<file path="src/rtl/sline_pkg.sv">
package sline_pkg;
    typedef enum logic [0:0] {
        ST_IDLE   = 1'b0,
        ST_RESULT = 1'b1
    } sline_state_e;

    localparam int NUM_FIELDS = 2;
    localparam int FIELD_LINE = 0;
    localparam int FIELD_PAGE = 1;
endpackage

</file>
<file path="src/rtl/sline_sext_add.sv">
module sline_sext_add #(
    parameter int ADDR_W = 32,
    parameter int IMM_W  = 16
) (
    input  logic [ADDR_W-1:0] base_addr,
    input  logic [IMM_W-1:0]  imm,
    output logic [ADDR_W-1:0] imm_ext,
    output logic [ADDR_W-1:0] sum
);
    localparam int EXT_W = ADDR_W - IMM_W;

    always_comb begin
        imm_ext = {{EXT_W{imm[IMM_W-1]}}, imm};
        sum     = base_addr + imm_ext;
    end
endmodule

</file>
<file path="src/rtl/sline_field_chk.sv">
module sline_field_chk #(
    parameter int ADDR_W  = 32,
    parameter int FIELD_W = 5
) (
    input  logic [FIELD_W-1:0] base_low,
    input  logic [ADDR_W-1:0]  imm_ext,
    output logic               local_hit
);
    logic [FIELD_W:0]  low_sum;
    logic [ADDR_W-1:0] magnitude;
    logic              carry_out;
    logic              negative;
    logic              fits;

    always_comb begin
        negative  = imm_ext[ADDR_W-1];
        low_sum   = {1'b0, base_low} + {1'b0, imm_ext[FIELD_W-1:0]};
        carry_out = low_sum[FIELD_W];
        magnitude = negative ? (~imm_ext + 1'b1) : imm_ext;
        fits      = ((magnitude >> FIELD_W) == '0);
        local_hit = fits && (negative ? carry_out : !carry_out);
    end
endmodule

</file>
<file path="src/rtl/sline_reuse_det.sv">
module sline_reuse_det
    import sline_pkg::*;
#(
    parameter int ADDR_W     = 32,
    parameter int IMM_W      = 16,
    parameter int LINE_OFF_W = 5,
    parameter int PAGE_OFF_W = 13
) (
    input  logic              clk,
    input  logic              rst_n,
    input  logic              in_valid,
    input  logic [ADDR_W-1:0] base_addr,
    input  logic [IMM_W-1:0]  imm,
    output logic              out_valid,
    output logic [ADDR_W-1:0] sum_addr,
    output logic              same_line,
    output logic              same_page
);
    sline_state_e state_q, state_d;

    logic [ADDR_W-1:0]     imm_ext;
    logic [ADDR_W-1:0]     sum_comb;
    logic [NUM_FIELDS-1:0] field_hit;

    sline_sext_add #(
        .ADDR_W (ADDR_W),
        .IMM_W  (IMM_W)
    ) u_add (
        .base_addr (base_addr),
        .imm       (imm),
        .imm_ext   (imm_ext),
        .sum       (sum_comb)
    );

    for (genvar g = 0; g < NUM_FIELDS; g++) begin : g_field
        localparam int FW = (g == FIELD_LINE) ? LINE_OFF_W : PAGE_OFF_W;
        sline_field_chk #(
            .ADDR_W  (ADDR_W),
            .FIELD_W (FW)
        ) u_chk (
            .base_low  (base_addr[FW-1:0]),
            .imm_ext   (imm_ext),
            .local_hit (field_hit[g])
        );
    end

    // Next-state selection
    always_comb begin
        unique case (state_q)
            ST_IDLE:   state_d = in_valid ? ST_RESULT : ST_IDLE;
            ST_RESULT: state_d = in_valid ? ST_RESULT : ST_IDLE;
            default:   state_d = ST_IDLE;
        endcase
    end

    // State register
    always_ff @(posedge clk or negedge rst_n) begin
        if (!rst_n) state_q <= ST_IDLE;
        else        state_q <= state_d;
    end

    // Output decode from state
    always_comb begin
        unique case (state_q)
            ST_IDLE:   out_valid = 1'b0;
            ST_RESULT: out_valid = 1'b1;
            default:   out_valid = 1'b0;
        endcase
    end

    // Result registers, loaded only on a request
    always_ff @(posedge clk or negedge rst_n) begin
        if (!rst_n) begin
            sum_addr  <= '0;
            same_line <= 1'b0;
            same_page <= 1'b0;
        end else if (in_valid) begin
            sum_addr  <= sum_comb;
            same_line <= field_hit[FIELD_LINE];
            same_page <= field_hit[FIELD_PAGE];
        end
    end
endmodule

</file>
<file path="config.mk">
export PLATFORM = sky130hd
export DESIGN_NAME = sline_reuse_det
export DESIGN_NICKNAME = d
export VERILOG_FILES = /design/src/rtl/sline_pkg.sv /design/src/rtl/sline_sext_add.sv /design/src/rtl/sline_field_chk.sv /design/src/rtl/sline_reuse_det.sv
export SDC_FILE = /design/constraint.sdc
export NUM_CORES = 1
export LEC_CHECK = 0
export ABC_AREA = 1
export BUFFER_PORTS_ARGS = -buffer_cell sky130_fd_sc_hd__buf_2
export CAP_MARGIN = 30
export CORE_MARGIN = 8
export CORE_UTILIZATION = 41
export CTS_CLUSTER_DIAMETER = 40
export DETAILED_ROUTE_END_ITERATION = 12
export PLACE_DENSITY = 0.65
export SYNTH_ARGS = -nofsm -noshare
export SYNTH_HDL_FRONTEND = slang
export SYNTH_SLANG_ARGS = --single-unit
</file>
<file path="constraint.sdc">
create_clock -name clk -period 0.8 [get_ports clk]
set_input_delay 0.08 -clock clk [delete_from_list [all_inputs] [get_ports clk]]
set_output_delay 0.08 -clock clk [all_outputs]
set_load 0.02 [all_outputs]
</file>
==> qor.csv <==
stage;metric;value;unit
power_and_ir_drop;PD cells;1350;nW/µm²
sta;Slew @ Worst Pin;0.279;ns
sta;Slew headroom;81.3;%
worst_setup_path;slowest stage delay, CP;0.39;ns
clock_network;Num CTS Buffers;5;
placed_design;Routability Congestion;0.971;
route;Post-DRT Antenna Nets;0;
logic_synthesis;Post-Synth Simple-Gate Area;44.7;%
logic_synthesis;Syn Std Cell Area;3930;µm²
worst_setup_path;reg2reg setup slack;-0.07;ns
worst_setup_path;CP Launch Type;primary input;
global_route;first-pass GRT wire length;25100;µm
worst_setup_path;CP required;0.97;ns
power_and_ir_drop;Final Total Pwr;10.3;mW
worst_setup_path;CP cell instances;buf_8 -> ha_4 -> fa_2 -> nand2_4 -> o21ai_4 -> nand2_2 -> nand2_2 -> nand2_2 -> nand2_4 -> or2_1 -> nand3_1 -> nand2_1;
clock_network;CTS tree;yes;
cells_and_area;area occupied by multi-input gates;4130;µm²
route;final WL;17400;µm
floorplanning;# rows;35;
placed_design;Buffers on Ports;85;
logic_synthesis;Yosys cell types;33;
clock_network;Sink Count;35;
route;Vias;5342;
cells_and_area;# fillers;570;
logic_synthesis;largest cells by area after synthesis;nand2_1, dfrtp_1, ha_1, inv_1, nand3_1;
worst_setup_path;CP max-delay cell;fa_2;
logic_synthesis;Syn Area/Cell;6.03;µm²
route;drt pass-1 iters;5;
global_route;Total GRT Usage;24.1;%
sta;RSZ-0062 raised after global routing;yes;
floorplanning;Initial Util;42.3;%
logic_synthesis;compound-gate portion of the synthesized area;9.90;%
logic_synthesis;post-synthesis mux area share;0;%
cells_and_area;nets;959;
logic_synthesis;Post-Synth XOR/XNOR Area;2.68;%
clock_network;Max clock buf depth;2;
route;drt wl/cell;17.3;µm
cells_and_area;Storage cell area;876;µm²
logic_synthesis;synthesized-area fraction occupied by adder cells;10.4;%
outcome;failing checks;setup timing;
logic_synthesis;share of the synthesized area in the top cell type;22.4;%
clock_network;Worst-path clk slew;0.07;ns
sta;clock skew;0;ns
sta;ratio of final minimum period to clock period;183;%
worst_setup_path;Worst Setup End Kind;flop;
logic_synthesis;sequential fraction of the synthesis area;22.3;%
logic_synthesis;cells after synthesis;652;
worst_setup_path;crit path max fanout;4;
floorplanning;I/O pin count;86;
sta;Max Freq;684;MHz
logic_synthesis;top_reg_cell synth;dfrtp_1;
global_route;gr ovfl total;0;
worst_hold_path;Min-Delay Path Class;primary input to flop;
worst_setup_path;delay-heaviest family, CP;simple AND/OR/NAND/NOR gates;
sta;Final Hold Viols;0;
worst_setup_path;Data arrival, critical path;1.64;ns
job;max cap viols;0;
placed_design;placed cells;951;
placed_design;Place WS;-1.03;ns
route;Iter 0 DRT Violations;401;
global_route;largest net degree at the start of global routing;36;
sta;Final Slew Violations;0;
logic_synthesis;Yosys top cell by area;nand2_1;
global_route;vias in the first global route;5101;
logic_synthesis;main combinational cell family by area after synthesis;simple AND/OR/NAND/NOR gates;
floorplanning;die area;13000;µm²
cells_and_area;antenna fix cells;0;
outcome;status;finished, violations left;
sta;final setup violating endpoints;67;
clock_network;Root Buffer;clkbuf_8;
clock_network;H-tree depth;2;
floorplanning;Die Ht;114;µm
power_and_ir_drop;leakage power;3.82;nW
logic_synthesis;net count after synthesis;735;
logic_synthesis;ys async rst share;100;%
floorplanning;area of the core;9280;µm²
route;vias per cell;5.31;
worst_setup_path;WS Path Type;primary input to flop;
global_route;initial antenna violation count;0;
cells_and_area;Non-Filler Instances;1006;
logic_synthesis;EDFF count, synth;0;
logic_synthesis;yosys warns;0;
placed_design;DP HPWL;12000;µm
logic_synthesis;cell with the most instances after synthesis;nand2_1;
cells_and_area;Layout area overhead;95.0;%
power_and_ir_drop;Peak VDD IR;0.799;mV
floorplanning;die width;114;µm
route;DRC viols;0;
sta;minimum clock period;1.46;ns
cells_and_area;share of cells above drive strength 1;56.0;%
worst_setup_path;Crit path top cell by count;nand2_2;
logic_synthesis;synth cell count leaders;nand2_1, inv_1, nand3_1, nor2_1, dfrtp_1;
worst_setup_path;Critical path buffers and inverters;1;
sta;post-route worst setup slack;-0.663;ns
logic_synthesis;register bit total from synthesis;35;
clock_network;Worst-Skew Late Latency;0.28;ns
-- worst reg2reg max path, cell delays in order (launching register included) --
cell	delay, ns
dfrtp_1	0.39
buf_4	0.14
buf_4	0.12
nand2_1	0.06
nand2_1	0.05
-- final timing paths --
path	endpoint	depth (start not counted)	startpoint
min in group asynchronous	sum_addr[5]$_DFFE_PN0P_	3	rst_n
min reg2reg	sum_addr[30]$_DFFE_PN0P_	2	sum_addr[30]$_DFFE_PN0P_
min	sum_addr[0]$_DFFE_PN0P_	4	base_addr[0]
max	sum_addr[14]$_DFFE_PN0P_	12	imm[0]
max reg2reg	sum_addr[18]$_DFFE_PN0P_	4	sum_addr[18]$_DFFE_PN0P_
max in group asynchronous	sum_addr[14]$_DFFE_PN0P_	3	rst_n
-- cell usage in the layout (no fill, tap or decap), types with 8 or more instances in the layout --
cell     Yosys  routed
dfrtp_1     35      35
buf_4        0     101
nor2_4       2      23
nand3_2      3      19
nand3_1     54      34
o21ai_1      7      17
inv_1       88      73
ha_4         0      31
buf_2        3      37
nand2_4      0      41
nand2_1    234     170
nand4_1      9       9
inv_2        7      19
buf_6        0      76
nor2_1      54      20
a21oi_2      4      20
nor2_2       2      15
nand2_2     19      38
o21ai_2      0       8
-- sequential cells by signal, summed over array words and instances, names as in the netlist --
name       flops
same_page      1
same_line      1
sum_addr      32
state_q        1
-- report_power, final --
part | internal, mW | switching [mW]
clock | 1.01 | 0.668
combinational | 3.05 | 3.33
sequential | 2.06 | 0.223
total | 6.12 | 4.22
-- per-layer routing --
| metal | track usage (%) | up-vias | share of wire [%] |
|---|---|---|---|
| met3 | 4.60 | 51 | 7.6 |
| met1 | 31.5 | 2511 | 42 |
| li1 | - | 2521 | - |
| met4 | 5.59 | 0 | 2.5 |
| met2 | 40.0 | 259 | 48 |
| met5 | 0 | - | 0 |
-- kinds of logic after synthesis --
group | Yosys count
and+or+nand+nor | 400
xor gates and xnor gates | 12
buffers and inverters | 104
DFF | 35
AOI/OAI and AO/OA | 69
adders and majority gates | 32
-- final cells by class --
cell class / count / share of cell area (%)
inverter: 96 / 4.82
clock inverter: 2 / 0.457
multi-input combinational: 513 / 54.0
clock buffer: 6 / 1.08
tap: 129 / 2.11
sequential: 35 / 11.4
timing repair buffer: 225 / 26.1
-- through the flow --
step	instance area, µm²	setup TNS (ns)	hold slack, ns	utilization (%)
2_1_floorplan	4390	-12.15	-0.216	-
3_3_place_gp	5690	-25.62	0.0560	61.3
3_5_place_dp	5690	-26.19	0.0625	61.3
4_1_cts	7170	-17.02	0.124	77.2
5_1_grt	7660	-21.02	0.150	82.5
6_report	7660	-18.52	0.138	82.5
-- repair_timing --
item                                    CTS  global route
cloned                                    1             0
gates resized for setup                 290            97
hold buffers                              1             0
endpoints found under the hold margin    35             0
pin swaps                               110            78
endpoints found under the setup margin   67            67
buffers inserted                         39            14
No activity file was read; power rests on OpenSTA's default activity.
